$ cat src/rtl/cfgdec_pkg.sv
package cfgdec_pkg;

    localparam int BYTE_W = 8;
    localparam int GPIO_W = 16;

    typedef logic [BYTE_W-1:0] byte_t;
    typedef logic [GPIO_W-1:0] gword_t;

    typedef enum logic [7:0] {
        OP_ID       = 8'h80,
        OP_CFG_WR   = 8'h81,
        OP_STAT_RD  = 8'h82,
        OP_SOFT_RST = 8'h83,
        OP_PULL_WR  = 8'h84,
        OP_DIR_WR   = 8'h85,
        OP_MASK_WR  = 8'h86,
        OP_DIR_RD   = 8'h87,
        OP_MASK_RD  = 8'h88,
        OP_Q_POP    = 8'h89,
        OP_Q_PEEK   = 8'h8A,
        OP_ACT_WR   = 8'h8B,
        OP_ERR_RD   = 8'h8C,
        OP_ROT_RD   = 8'h8E,
        OP_DBNC_WR  = 8'h8F,
        OP_KSZ_WR   = 8'h90,
        OP_KSZ_RD   = 8'h91,
        OP_CFG_RD   = 8'h92,
        OP_CLK_WR   = 8'h93,
        OP_CLK_RD   = 8'h94,
        OP_PWM_LOAD = 8'h95,
        OP_PWM_GO   = 8'h96,
        OP_PWM_HALT = 8'h97
    } op_e;

    typedef struct packed {
        byte_t cfg;
        byte_t act;
        byte_t dbnc;
        byte_t ksize;
        byte_t clk;
    } setup_t;

    localparam setup_t SETUP_DFLT = '{cfg: 8'h80, act: 8'd125, dbnc: 8'd3,
                                      ksize: 8'h33, clk: 8'h08};

    localparam int    EB_BADPAR = 0;
    localparam int    EB_UNKCMD = 1;
    localparam int    SB_ERROR  = 3;
    localparam int    SB_NOINIT = 4;
    localparam byte_t ST_FRESH  = byte_t'(1 << SB_NOINIT);
    localparam byte_t RST_KEY   = 8'hAA;
    localparam gword_t ID_WORD  = 16'h0400;

    function automatic logic ksize_bad(input byte_t v, input int rmin, input int rmax,
                                       input int cmin, input int cmax);
        int rows;
        int cols;
        rows = int'(v[3:0]);
        cols = int'(v[7:4]);
        return (rows < rmin) || (rows > rmax) || (cols < cmin) || (cols > cmax);
    endfunction

    function automatic logic clk_bad(input byte_t v);
        return (v[1:0] == 2'b01) || (v[1:0] == 2'b10);
    endfunction

    function automatic logic is_foreign(input byte_t c);
        case (c)
            OP_Q_POP, OP_Q_PEEK, OP_PWM_LOAD, OP_PWM_GO, OP_PWM_HALT: return 1'b1;
            default: return 1'b0;
        endcase
    endfunction

    function automatic logic is_rd_cmd(input byte_t c);
        case (c)
            OP_ID, OP_STAT_RD, OP_DIR_RD, OP_MASK_RD, OP_ERR_RD, OP_ROT_RD,
            OP_KSZ_RD, OP_CFG_RD, OP_CLK_RD: return 1'b1;
            default: return 1'b0;
        endcase
    endfunction

    function automatic logic is_single(input byte_t c);
        case (c)
            OP_CFG_WR, OP_SOFT_RST, OP_ACT_WR, OP_DBNC_WR, OP_KSZ_WR, OP_CLK_WR: return 1'b1;
            default: return 1'b0;
        endcase
    endfunction

endpackage

$ cat src/rtl/cfgdec_seq.sv
module cfgdec_seq
    import cfgdec_pkg::*;
#(
    parameter int CNT_W = 3
) (
    input  logic             clk,
    input  logic             rst,
    input  logic             start_i,
    input  logic             wr_i,
    input  logic             rd_i,
    input  byte_t            byte_i,
    input  logic             kill_i,
    output byte_t            cmd_o,
    output logic             cmd_ok_o,
    output logic [CNT_W-1:0] idx_o
);
    localparam logic [CNT_W-1:0] IDX_MAX = '1;

    byte_t            cmd_q;
    logic             ok_q;
    logic [CNT_W-1:0] idx_q;

    always_ff @(posedge clk) begin
        if (rst) begin
            cmd_q <= '0;
            ok_q  <= 1'b0;
            idx_q <= '0;
        end else begin
            if (start_i) begin
                idx_q <= '0;
            end else if ((wr_i || rd_i) && idx_q != IDX_MAX) begin
                idx_q <= idx_q + 1'b1;
            end
            if (wr_i && !start_i && idx_q == '0) begin
                cmd_q <= byte_i;
                ok_q  <= 1'b1;
            end else if (kill_i) begin
                ok_q  <= 1'b0;
            end
        end
    end

    assign cmd_o    = cmd_q;
    assign cmd_ok_o = ok_q;
    assign idx_o    = idx_q;

    AST_START_CLEARS_IDX: assert property (@(posedge clk) disable iff (rst)
        start_i |=> idx_q == '0);
    AST_CMD_LATCH: assert property (@(posedge clk) disable iff (rst)
        (wr_i && !start_i && idx_q == '0) |=> (ok_q && cmd_q == $past(byte_i)));
    AST_IDX_NO_WRAP: assert property (@(posedge clk) disable iff (rst)
        (!start_i && idx_q == IDX_MAX) |=> idx_q == IDX_MAX);

endmodule

$ cat src/rtl/cfgdec_regs.sv
module cfgdec_regs
    import cfgdec_pkg::*;
#(
    parameter int CNT_W      = 3,
    parameter int KP_ROW_MIN = 3,
    parameter int KP_ROW_MAX = 12,
    parameter int KP_COL_MIN = 3,
    parameter int KP_COL_MAX = 8
) (
    input  logic             clk,
    input  logic             rst,
    input  logic             wr_i,
    input  logic             rd_i,
    input  byte_t            byte_i,
    input  byte_t            cmd_i,
    input  logic             cmd_ok_i,
    input  logic [CNT_W-1:0] idx_i,
    output setup_t           setup_o,
    output gword_t           pull_o,
    output gword_t           dir_o,
    output gword_t           mask_o,
    output byte_t            err_o,
    output byte_t            status_o,
    output logic             flush_o,
    output logic             kill_o
);
    localparam logic [CNT_W-1:0] IDX_P0 = CNT_W'(1);

    setup_t setup_q, setup_n;
    gword_t pull_q, pull_n, dir_q, dir_n, mask_q, mask_n;
    byte_t  err_q, err_n, st_q, st_n, raise;
    logic   flush_q, flush_n, kill;

    function automatic gword_t gmerge(input gword_t cur, input byte_t v, input logic lo);
        return lo ? {{(GPIO_W-BYTE_W){1'b0}}, v} : (cur | {v, {(GPIO_W-BYTE_W){1'b0}}});
    endfunction

    always_comb begin
        setup_n = setup_q;
        pull_n  = pull_q;
        dir_n   = dir_q;
        mask_n  = mask_q;
        err_n   = err_q;
        st_n    = st_q;
        flush_n = 1'b0;
        kill    = 1'b0;
        raise   = '0;
        if (wr_i && idx_i != '0) begin
            if (!cmd_ok_i) begin
                raise[EB_BADPAR] = 1'b1;
            end else begin
                case (cmd_i)
                    OP_CFG_WR: begin
                        setup_n.cfg = byte_i;
                        st_n        = '0;
                        flush_n     = 1'b1;
                        kill        = 1'b1;
                    end
                    OP_SOFT_RST: begin
                        kill = 1'b1;
                        if (byte_i == RST_KEY) begin
                            setup_n = SETUP_DFLT;
                            st_n    = ST_FRESH;
                        end else begin
                            raise[EB_BADPAR] = 1'b1;
                        end
                    end
                    OP_PULL_WR: begin
                        pull_n = gmerge(pull_q, byte_i, idx_i == IDX_P0);
                        kill   = (idx_i != IDX_P0);
                    end
                    OP_DIR_WR: begin
                        dir_n = gmerge(dir_q, byte_i, idx_i == IDX_P0);
                        kill  = (idx_i != IDX_P0);
                    end
                    OP_MASK_WR: begin
                        mask_n = gmerge(mask_q, byte_i, idx_i == IDX_P0);
                        kill   = (idx_i != IDX_P0);
                    end
                    OP_ACT_WR: begin
                        setup_n.act = byte_i;
                        kill        = 1'b1;
                    end
                    OP_DBNC_WR: begin
                        setup_n.dbnc     = byte_i;
                        kill             = 1'b1;
                        raise[EB_BADPAR] = (byte_i == '0);
                    end
                    OP_KSZ_WR: begin
                        setup_n.ksize    = byte_i;
                        kill             = 1'b1;
                        raise[EB_BADPAR] = ksize_bad(byte_i, KP_ROW_MIN, KP_ROW_MAX,
                                                     KP_COL_MIN, KP_COL_MAX);
                    end
                    OP_CLK_WR: begin
                        setup_n.clk      = byte_i;
                        kill             = 1'b1;
                        raise[EB_BADPAR] = clk_bad(byte_i);
                    end
                    default: raise[EB_UNKCMD] = !is_foreign(cmd_i);
                endcase
            end
        end else if (rd_i) begin
            if (!cmd_ok_i) begin
                raise[EB_UNKCMD] = 1'b1;
            end else if (cmd_i == OP_STAT_RD) begin
                if (!st_q[SB_NOINIT]) st_n = '0;
            end else if (!is_rd_cmd(cmd_i) && !is_foreign(cmd_i)) begin
                raise[EB_UNKCMD] = 1'b1;
            end
        end
        if (raise != '0) begin
            err_n          = err_n | raise;
            st_n[SB_ERROR] = 1'b1;
        end
    end

    always_ff @(posedge clk) begin
        if (rst) begin
            setup_q <= SETUP_DFLT;
            pull_q  <= '0;
            dir_q   <= '0;
            mask_q  <= '0;
            err_q   <= '0;
            st_q    <= ST_FRESH;
            flush_q <= 1'b0;
        end else begin
            setup_q <= setup_n;
            pull_q  <= pull_n;
            dir_q   <= dir_n;
            mask_q  <= mask_n;
            err_q   <= err_n;
            st_q    <= st_n;
            flush_q <= flush_n;
        end
    end

    assign setup_o  = setup_q;
    assign pull_o   = pull_q;
    assign dir_o    = dir_q;
    assign mask_o   = mask_q;
    assign err_o    = err_q;
    assign status_o = st_q;
    assign flush_o  = flush_q;
    assign kill_o   = kill;

    AST_DISARM_AFTER_LAST: assert property (@(posedge clk) disable iff (rst)
        (wr_i && idx_i != '0 && cmd_ok_i && is_single(cmd_i)) |=> !cmd_ok_i);
    AST_DEAD_WRITE_FLAGS: assert property (@(posedge clk) disable iff (rst)
        (wr_i && idx_i != '0 && !cmd_ok_i) |=> (err_q[EB_BADPAR] && st_q[SB_ERROR]));
    AST_ERR_STICKY: assert property (@(posedge clk) disable iff (rst)
        !rst |=> ((err_q & $past(err_q)) == $past(err_q)));
    AST_SOFT_RST_DFLT: assert property (@(posedge clk) disable iff (rst)
        (wr_i && idx_i != '0 && cmd_ok_i && cmd_i == OP_SOFT_RST && byte_i == RST_KEY)
        |=> (setup_q == SETUP_DFLT && st_q == ST_FRESH));
    AST_FLUSH_SINGLE: assert property (@(posedge clk) disable iff (rst)
        flush_q |=> !flush_q);

endmodule

$ cat src/rtl/cfgdec_rdmux.sv
module cfgdec_rdmux
    import cfgdec_pkg::*;
#(
    parameter int CNT_W = 3
) (
    input  logic             clk,
    input  logic             rst,
    input  byte_t            cmd_i,
    input  logic             cmd_ok_i,
    input  logic [CNT_W-1:0] idx_i,
    input  byte_t            cfg_i,
    input  byte_t            ksize_i,
    input  byte_t            clk_cfg_i,
    input  gword_t           dir_i,
    input  gword_t           mask_i,
    input  byte_t            err_i,
    input  byte_t            status_i,
    output byte_t            rd_o
);
    localparam int NBYTES = GPIO_W / BYTE_W;

    gword_t word;
    byte_t  pick;

    always_comb begin
        case (cmd_i)
            OP_ID:      word = ID_WORD;
            OP_STAT_RD: word = gword_t'(status_i);
            OP_DIR_RD:  word = dir_i;
            OP_MASK_RD: word = mask_i;
            OP_ERR_RD:  word = gword_t'(err_i);
            OP_KSZ_RD:  word = gword_t'(ksize_i);
            OP_CFG_RD:  word = gword_t'(cfg_i & 8'h0F);
            OP_CLK_RD:  word = gword_t'((clk_cfg_i & 8'hFC) | 8'h02);
            default:    word = '0;
        endcase
    end

    always_comb begin
        pick = '0;
        for (int k = 0; k < NBYTES; k++) begin
            if (int'(idx_i) == k) pick = word[k*BYTE_W +: BYTE_W];
        end
    end

    assign rd_o = cmd_ok_i ? pick : '0;

    AST_RD_PAST_WORD_ZERO: assert property (@(posedge clk) disable iff (rst)
        (int'(idx_i) >= NBYTES) |-> rd_o == '0);
    AST_RD_DISARMED_ZERO: assert property (@(posedge clk) disable iff (rst)
        !cmd_ok_i |-> rd_o == '0);

endmodule

$ cat src/rtl/cmd_reg_decoder.sv
module cmd_reg_decoder
    import cfgdec_pkg::*;
#(
    parameter int CNT_W      = 3,
    parameter int KP_ROW_MIN = 3,
    parameter int KP_ROW_MAX = 12,
    parameter int KP_COL_MIN = 3,
    parameter int KP_COL_MAX = 8
) (
    input  logic        clk,
    input  logic        rst,
    input  logic        xfer_start_i,
    input  logic        wr_stb_i,
    input  logic [7:0]  wr_byte_i,
    input  logic        rd_stb_i,
    output logic [7:0]  rd_byte_o,
    output logic        irq_n_o,
    output logic        queue_flush_o,
    output logic [7:0]  cfg_o,
    output logic [7:0]  act_time_o,
    output logic [7:0]  dbnc_o,
    output logic [7:0]  ksize_o,
    output logic [7:0]  clk_cfg_o,
    output logic [15:0] gpio_pull_o,
    output logic [15:0] gpio_dir_o,
    output logic [15:0] gpio_mask_o,
    output logic [7:0]  err_o
);
    byte_t            cmd;
    logic             cmd_ok, kill;
    logic [CNT_W-1:0] idx;
    setup_t           setup;
    gword_t           pull, dir, mask;
    byte_t            err, status;

    cfgdec_seq #(.CNT_W(CNT_W)) u_seq (
        .clk      (clk),
        .rst      (rst),
        .start_i  (xfer_start_i),
        .wr_i     (wr_stb_i),
        .rd_i     (rd_stb_i),
        .byte_i   (wr_byte_i),
        .kill_i   (kill),
        .cmd_o    (cmd),
        .cmd_ok_o (cmd_ok),
        .idx_o    (idx)
    );

    cfgdec_regs #(
        .CNT_W(CNT_W), .KP_ROW_MIN(KP_ROW_MIN), .KP_ROW_MAX(KP_ROW_MAX),
        .KP_COL_MIN(KP_COL_MIN), .KP_COL_MAX(KP_COL_MAX)
    ) u_regs (
        .clk      (clk),
        .rst      (rst),
        .wr_i     (wr_stb_i && !xfer_start_i),
        .rd_i     (rd_stb_i && !xfer_start_i),
        .byte_i   (wr_byte_i),
        .cmd_i    (cmd),
        .cmd_ok_i (cmd_ok),
        .idx_i    (idx),
        .setup_o  (setup),
        .pull_o   (pull),
        .dir_o    (dir),
        .mask_o   (mask),
        .err_o    (err),
        .status_o (status),
        .flush_o  (queue_flush_o),
        .kill_o   (kill)
    );

    cfgdec_rdmux #(.CNT_W(CNT_W)) u_rdmux (
        .clk       (clk),
        .rst       (rst),
        .cmd_i     (cmd),
        .cmd_ok_i  (cmd_ok),
        .idx_i     (idx),
        .cfg_i     (setup.cfg),
        .ksize_i   (setup.ksize),
        .clk_cfg_i (setup.clk),
        .dir_i     (dir),
        .mask_i    (mask),
        .err_i     (err),
        .status_i  (status),
        .rd_o      (rd_byte_o)
    );

    assign irq_n_o     = (status == '0);
    assign cfg_o       = setup.cfg;
    assign act_time_o  = setup.act;
    assign dbnc_o      = setup.dbnc;
    assign ksize_o     = setup.ksize;
    assign clk_cfg_o   = setup.clk;
    assign gpio_pull_o = pull;
    assign gpio_dir_o  = dir;
    assign gpio_mask_o = mask;
    assign err_o       = err;

    AST_ERROR_PULLS_IRQ: assert property (@(posedge clk) disable iff (rst)
        (err != $past(err)) |-> !irq_n_o);

endmodule

$ cat config.mk
export PLATFORM = sky130hd
export DESIGN_NAME = cmd_reg_decoder
export DESIGN_NICKNAME = d
export VERILOG_FILES = /design/src/rtl/cfgdec_pkg.sv /design/src/rtl/cfgdec_seq.sv /design/src/rtl/cfgdec_regs.sv /design/src/rtl/cfgdec_rdmux.sv /design/src/rtl/cmd_reg_decoder.sv
export SDC_FILE = /design/constraint.sdc
export NUM_CORES = 1
export LEC_CHECK = 0
export ABC_AREA = 1
export BUFFER_PORTS_ARGS = -buffer_cell sky130_fd_sc_hd__buf_2
export CAP_MARGIN = 20
export CORE_MARGIN = 2
export CORE_UTILIZATION = 50
export CTS_CLUSTER_DIAMETER = 200
export DETAILED_ROUTE_END_ITERATION = 8
export HOLD_SLACK_MARGIN = 0.12
export PLACE_DENSITY = 0.82
export SETUP_SLACK_MARGIN = 0.4
export SYNTH_ARGS = -nofsm -noshare
export SYNTH_HDL_FRONTEND = slang
export SYNTH_HIERARCHICAL = 1
export SYNTH_SLANG_ARGS = --single-unit
export TNS_END_PERCENT = 1
$ cat constraint.sdc
create_clock -name clk -period 1.59 [get_ports clk]
set_input_delay 0.0795 -clock clk [delete_from_list [all_inputs] [get_ports clk]]
set_output_delay 0.0795 -clock clk [all_outputs]
set_load 0.02 [all_outputs]
==> impl_summary.md, run 1 <==
Synthesis
For this run, the register share of the synthesized area comes to 0.364. During synthesis, Yosys emitted a total of 6 warnings. For this run, the leading register cell type out of synthesis is sky130_fd_sc_hd__dfxtp_1. The count of distinct cell types in the synthesized netlist is 39. The share of Yosys cell area claimed by the top area cell type is 0.364. The number of standard cells after synthesis is 846. The count of flip-flops with a built-in enable after synthesis is 0. The synthesized area per cell is roughly 7 um2. In the synthesized netlist the async set-or-reset flop fraction comes to 0. The cell area that synthesis handed to floorplanning was 5780 um2.

After synthesis, the cell types taking the most area are sky130_fd_sc_hd__dfxtp_1 (36%), sky130_fd_sc_hd__nand2_1 (13%), sky130_fd_sc_hd__nand3_1 (9.3%), sky130_fd_sc_hd__inv_1 (6.7%), sky130_fd_sc_hd__nor2_1 (5.6%). The synthesized design spends more area on one cell type than any other, namely sky130_fd_sc_hd__dfxtp_1. Yosys instantiated no cell more often than sky130_fd_sc_hd__nand2_1. Synthesis inferred 105 register bits.

In the synthesized netlist, the cells that appear most often are sky130_fd_sc_hd__nand2_1 (197), sky130_fd_sc_hd__nand3_1 (108), sky130_fd_sc_hd__dfxtp_1 (105).

Worst setup path
The number of cells on the worst reg-to-reg path is 11. The maximum fanout encountered on the critical timing path is 8. The endpoint type of the worst setup path is an output pin. The endpoint required time on the critical path is around 1.5 ns.

The capture point of the critical path is rd_byte_o[1]. The signal on the critical path passes through nand2_4, nor2_8, buf_6, buf_16, nand3_2, nand2_2, nor2_2, nand2_2, nand2_1, a21oi_2, buf_6. Data arrives at the worst endpoint at 1.95 ns. The critical path's largest stage delay is roughly 0.39 ns. The cell depth of the worst setup path is 11. The worst setup path is launched from a flop. The worst reg2reg path startpoint is u_seq/cmd_o[4]. Setup slack on the worst reg-to-reg path comes out at -0.17 ns. The critical path's top delay family is simple AND/OR/NAND/NOR gates. Among all stages on the critical path, the largest delay is contributed by sky130_fd_sc_hd__dfxtp_2. The most critical setup path has its startpoint at u_seq/cmd_o[7]. The setup path with the least slack is of type reg2out. The sum of buffers and inverters on the critical path is 3. The critical register-to-register path endpoint is u_regs/setup_o[14].

Layout
The ratio of cells with drive above 1 in the final layout is 0.338. Fill cells in the final layout number 895. The number of nets in the finished design is roughly 1000. The number of antenna diodes in the final layout is 0. The area growth from synthesis to layout is 33.7%. The number of standard cells in the layout, taps in and fillers out is between 1000 and 1500. The final instance area is approximately 7700 um2.

Global route
The number of antenna violations at the first check in global routing came to 0. The pin count of the biggest net entering global routing is 22. The first global-routing pass estimated between 20 and 30 mm of wire. After global routing the overflow that remains totals 0. The overall track demand over capacity in global routing is 0.300. The via count of the first global-routing pass is approximately 5700.

Clocking
TritonCTS created 9 clock buffers. Clock latency on the worst-skew pair, taken at its later pin, is about 0.35 ns. Clock-pin slew was measured on the worst setup and hold paths at around 0.080 ns.

The H-tree depth is 3. Counting along the longest clock path gives a buffer depth of 2. The clock root buffer is sky130_fd_sc_hd__clkbuf_16. The clock net in this run drives a total of around 110 sinks. The CTS tree is built.

Run status
The flow ran to the end, but the final reports show violations. The checks that failed: negative setup slack.

Drt
The detailed router finished its first iteration with 877 violations. The total via count after detailed routing is ~6400. The routed via count divided by cell count is approximately 5.5.

The residual antenna-violating net count after detailed routing is 0. The iteration count of the initial detailed-routing pass is 6. For this block, the routed nets add up to a little under 20 mm of wire. The number of remaining DRC errors is 0. The mean routed wirelength per cell is about 17 um.

Placed design
The estimated wirelength of the detail-placed design is roughly 14 mm. The placed instances occupy a cell area of between 6000 and 7000 um2. The final estimated routing congestion in global placement is 0.940. The number of input and output port buffers inserted is 112. After detailed placement, the design holds a cell count of around 1200. The post-place setup slack is -0.0784 ns.

Floorplanning
The floorplan step set the die height to approximately 110 um. The starting density of the core is 0.509. After floorplanning, the core was divided into 39 placement rows. 119 I/O pins were placed.

The die outline area is 12400 um2. The die width is between 100 and 150 um. In this run the standard cell core region covers about 11000 um2.

STA
For the pin with the worst max-slew slack, the measured transition is between 0.6 and 0.7 ns. Across the routed clock network, the largest skew measured is between 0.009 and 0.01 ns. Measured against its own limit, the worst slew margin works out to 0.598.

Setup violations remaining at the end of the flow were counted as between 40 and 50. Setup repair after global routing could not meet its margin everywhere. The number of pins with negative max-slew slack in the final report is 0. The count of endpoints failing hold in the final timing report came to 0. Setup slack on the critical path of the routed design comes to -0.437 ns. The post-route minimum period is about 2 ns. The hold slack is roughly 0.14 ns. In the finished design, the share of the clock period the worst path needs comes to 1.27. Timing would allow up to approximately 490 MHz.

Pwr
The power per unit of standard cell area is 760 nW/um2. Of the total power, registers draw 0.458. The maximum vdd drop is between 500 and 600 uV.

The internal portion of the total power is about 4 mW. Summed over all nets, the switching power comes to 1.78 mW. Of the total power, the share spent switching nets is 0.302.

Of the total power, the clock network draws 0.389. The logic gate share of total power is 0.153. The analysis attributes to cell leakage a power of approximately 3.6 nW.

Job
The count of maximum capacitance violations is 0.

Worst hold path
The startpoint identified for the worst hold timing path is rst. The class of the tightest hold or removal check is in2reg. The worst hold path was traced through 3 stages.
sequential cells by signal, indices dropped and copies added (netlist names):
register,count
u_regs/pull_o,16
u_seq/idx_o,3
u_regs/dir_o,16
u_seq/cmd_o,8
u_regs/flush_o,1
u_seq/cmd_ok_o,1
u_regs/status_o,2
u_regs/setup_o,40
u_regs/mask_o,16
u_regs/err_o,2
cell type report:
cell class                 instances  area, um2  share of cell area
multi-input combinational        589       3230               0.418
timing repair buffer             199       1410               0.182
sequential                       105       2130               0.275
inverter                         125        487              0.0629
clock buffer                       9        225              0.0291
tap                              143        179              0.0231
clock inverter                     7       78.8              0.0102
per-layer routing:
layer | wire length, um | GRT usage | share of wire
met1 | 8250 | 0.420 | 0.42
met2 | 8770 | 0.472 | 0.45
met3 | 1830 | 0.0430 | 0.093
met4 | 764 | 0.116 | 0.039
met5 | 0 | 0 | 0
power groups by stage:
| stage | Combinational, mW | Clock [mW] | Sequential (mW) |
|---|---|---|---|
| finish | 0.900 | 2.29 | 2.69 |
| CTS | 0.838 | 2.31 | 2.69 |
| global route | 0.954 | 2.40 | 2.70 |
| detailed placement | 0.731 | 0 | 2.75 |
| global placement | 0.723 | 0 | 2.75 |
| floorplan | 0.482 | 0 | 2.75 |
worst min-delay path: stages:
cell and delay [ns]:
sky130_fd_sc_hd__buf_2 0.12, sky130_fd_sc_hd__buf_4 0.20, sky130_fd_sc_hd__a21oi_2 0.04
how the worst min path moves through the flow:
stage	endpoint
after detailed placement	u_regs/setup_o[26]
after global routing	u_regs/setup_o[5]
final	u_seq/cmd_ok_o
after CTS	u_seq/cmd_ok_o
after global placement	u_regs/pull_o[15]
after floorplan	u_seq/cmd_ok_o
through the flow:
| step | TNS [ns] | utilization | total power [mW] |
|---|---|---|---|
| after floorplan | 0 | - | 3.24 |
| after global routing | -10.21 | 0.680 | 6.05 |
| after detailed placement | -0.987 | 0.609 | 3.48 |
| after global placement | -0.627 | 0.609 | 3.48 |
| final | -5.50 | 0.680 | 5.88 |
| after CTS | -4.00 | 0.668 | 5.83 |
logic make-up after synthesis:
logic type	synth area share
adders and majority gates	0.0130
DFF	0.364
other	0.000649
AOI/OAI and AO/OA	0.120
buffers and inverters	0.129
and+or+nand+nor	0.373
cell usage in the layout (no fill, tap or decap), types with 17 or more instances in the layout:
master | Yosys | final
sky130_fd_sc_hd__nand3_1 | 108 | 98
sky130_fd_sc_hd__nand2_4 | 9 | 18
sky130_fd_sc_hd__inv_2 | 21 | 21
sky130_fd_sc_hd__inv_1 | 103 | 98
sky130_fd_sc_hd__nor2_1 | 86 | 79
sky130_fd_sc_hd__buf_2 | 3 | 103
sky130_fd_sc_hd__o21ai_1 | 25 | 30
sky130_fd_sc_hd__dfxtp_1 | 105 | 93
sky130_fd_sc_hd__nand3_2 | 7 | 17
sky130_fd_sc_hd__nand2_1 | 197 | 184
sky130_fd_sc_hd__a21oi_1 | 54 | 46
sky130_fd_sc_hd__buf_4 | 14 | 72
timing repair:
item / CTS / global route
hold buffers: 3 / 0
gates cloned: 3 / 0
hold endpoints to repair: 6 / 0
gates resized for setup: 68 / 40
endpoints found under the setup margin: 114 / 113
setup buffers: 5 / 0
pin swaps: 21 / 32
No activity file was read; power rests on OpenSTA's default activity.
==> run 2, diff against run 1 <==
--- a/config.mk
+++ b/config.mk
@@ -10,10 +10,11 @@
 export CAP_MARGIN = 20
 export CORE_MARGIN = 2
 export CORE_UTILIZATION = 50
+export CTS_BUF_LIST = sky130_fd_sc_hd__clkbuf_16
 export CTS_CLUSTER_DIAMETER = 200
 export DETAILED_ROUTE_END_ITERATION = 8
 export HOLD_SLACK_MARGIN = 0.12
-export PLACE_DENSITY = 0.82
+export PLACE_DENSITY = 0.75
 export SETUP_SLACK_MARGIN = 0.4
 export SYNTH_ARGS = -nofsm -noshare
 export SYNTH_HDL_FRONTEND = slang
==> run 2 against run 1 <==
Compared with the run above: the run still ends with negative setup slack left; flip-flop and latch count stayed put; critical path depth is 1 lower; worst hold slack gained 0.0088 ns; die area is the same; critical path type unchanged; highest routed layer unchanged.
==> impl_summary.md, run 2 (synthesis gave the netlist of run 1 again) <==
Drt
The iteration count of the initial detailed-routing pass is 6 (unchanged). The residual antenna-violating net count after detailed routing is 0 (unchanged). The routed via count divided by cell count is 5.33 (-2.5%). The total wire length after detailed routing is 19.8 mm (+0.83%). The violation count after the first detailed-routing iteration is 590 (-33%). The total via count after detailed routing is 6327 (-1.6%). The mean routed wirelength per cell was 16.6 um (-0.10%). The number of remaining DRC errors came to 0 (unchanged).

Worst setup path
The critical path's largest stage delay came to 0.37 ns (-0.02 ns). The worst register-to-register path begins at u_seq/cmd_o[2]. The endpoint required time on the critical path is 1.51 ns (about the same). The arrival time of the worst setup path is 1.91 ns (-0.04 ns). The worst setup path is captured at an output pin. The critical path launch point is u_seq/cmd_o[0].

The kind of critical path is reg2out. Among all stages on the critical path, the largest delay is contributed by sky130_fd_sc_hd__dfxtp_2. The startpoint type of the worst setup path is a flop.

The cell type with the highest occurrence count on the critical path is sky130_fd_sc_hd__nand2_1. The maximum fanout encountered on the critical timing path is 8 (unchanged). The signal on the critical path passes through inv_2, nand2_1, nor2_4, nand2_2, nand2_1, nor2_2, nand2_4, nand3_1, a21oi_1, buf_4.

Pwr
The power per unit of standard cell area is 727 nW/um2 (-4.4%). The leakage component of the power came to 3.67 nW (+0.70%). The maximum vdd drop came to 664 uV (+30%).

STA
The total negative setup slack is -4.66 ns (+0.842 ns). The worst path setup slack after routing is -0.397 ns (+0.0398 ns). The clock skew after layout is 0.00832 ns (-0.00135 ns). The slew at the pin closest to its max-slew limit is 0.517 ns (-0.0852 ns). The timing-limited maximum frequency is 503 MHz (+2.0%). The number of pins with negative max-slew slack in the final report came to 0 (unchanged).

The count of endpoints failing setup in the final report is 41 (-11%). The count of endpoints failing hold in the final timing report is 0 (unchanged). The part of the cycle the worst path needs is 1.25 (-0.0251). The post-route minimum period is 1.99 ns (-0.0398 ns). Setup repair after global routing could not meet its margin everywhere. The worst relative slew slack is 0.655 (+0.0569).

Floorplanning
The die width is 112 um (unchanged). The standard-cell row count is 39 (unchanged). The die outline area is 12400 um2 (unchanged). The starting density of the core is 0.509 (unchanged). The floorplan core area is 11400 um2 (unchanged). The height of the chip is 112 um (unchanged). The number of I/O pins came to 119 (unchanged).

Clocking
The number of sinks driven by the clock tree is 105 (unchanged). The H-tree depth is 3 (unchanged). TritonCTS built the clock tree.

The latest clock arrival within the worst-skew pair is 0.35 ns (about the same). The maximum buffer depth of the clock tree is 2 (unchanged). The total CTS buffers was 9 (unchanged). The clock transition at the register clock pins on the worst setup and hold paths after CTS is 0.08 ns (about the same). The clock root buffer is sky130_fd_sc_hd__clkbuf_16.

Worst hold path
The startpoint identified for the worst hold timing path is rd_stb_i. The class of the tightest hold or removal check is in2reg.

Run status
The flow ran to the end, but the final reports show violations. The final reports fail on negative setup slack.

Layout
The number of standard cells in the layout, taps in and fillers out is 1188 (+0.93%). Leaving out fill and tap cells, the most frequent cells in the layout are sky130_fd_sc_hd__nand2_1 (173), sky130_fd_sc_hd__buf_2 (103), sky130_fd_sc_hd__inv_1 (97). The antenna cell count is 0 (unchanged).

The commonest non-fill, non-tap cell in the layout is sky130_fd_sc_hd__nand2_1. The number of nets in the finished design is 1059 (+1.0%). The final design utilization came to 0.703 (+0.0228). The final instance area came to 7990 um2 (+3.3%). The flip-flop count of the largest register, all copies and words added is 40 (unchanged).

The signed area change from the synthesized netlist to the final layout is 38.2%. The ratio of cells with drive above 1 in the final layout came to 0.375 (+0.0366).

Global route
The pin count of the biggest net entering global routing was 20 (-9.1%). The via count of the first global-routing pass is 5743 (+0.95%). The overall track demand over capacity in global routing is 0.302 (+0.00152). The total global routing overflow is 0 (unchanged). The wire length of the first global-routing pass was 29.9 mm (+0.46%). The number of antenna violations at the first check in global routing is 0 (unchanged).

Placed design
The total placed instance area is 6990 um2 (+0.90%). The estimated wirelength of the detail-placed design was 13.9 mm (+0.12%). The number of cells after detailed placement is 1155 (+0.43%). The final estimated routing congestion in global placement is 0.951 (+1.2%). The number of input and output port buffers inserted is 112 (unchanged). The post-place setup slack is -0.138 ns (-0.0599 ns).

Job
The count of maximum capacitance violations is 0 (unchanged).
==> run 2: timing repair <==
action	in CTS	in global routing
endpoints found under the setup margin	114	113
resized for setup	59	88
buffers inserted	4	9
hold buffers	3	0
endpoints found under the hold margin	6	0
pin swaps	20	54
cloned	0	1
==> run 2: final cells by class <==
| type | count | area [um2] |
|---|---|---|
| Multi-Input combinational cell | 589 | 3400 |
| Fill cell | 903 | 3380 |
| Sequential cell | 105 | 2120 |
| Timing Repair Buffer | 210 | 1510 |
| Inverter | 125 | 492 |
| Clock buffer | 9 | 225 |
| Tap cell | 143 | 179 |
| Clock inverter | 7 | 63.8 |
==> run 2: final timing paths <==
check | end | slack (ns) | depth (start not counted)
max | rd_byte_o[5] | -0.40 | 10
min | u_seq/idx_o[2] | 0.15 | 6
max reg2reg | u_regs/status_o[3] | -0.11 | 13
min reg2reg | u_regs/pull_o[12] | 0.45 | 2
==> run 2: layer usage <==
layer  share of wire  global-route usage
met3           0.080              0.0484
met4           0.049               0.144
met2            0.44               0.472
met5               0                   0
met1            0.43               0.410
==> run 2: stage by stage <==
step                      power (mW)  hold slack, ns
final                           5.81           0.146
after global routing            6.01           0.151
after CTS                       5.72           0.127
after detailed placement        3.51           0.435
after global placement          3.50           0.436
after floorplan                 3.24           0.142
==> run 2: critical path, delay by kind of cell, from the launching register on <==
family	cells	cell delay, ns
simple gates	7	0.82
compound gates	1	0.13
flops	1	0.37
buf+inv	2	0.25
==> run 2: report_power, final <==
group          switching [mW]  internal, mW
clock network            1.09          1.10
logic                   0.599         0.331
registers              0.0379          2.66
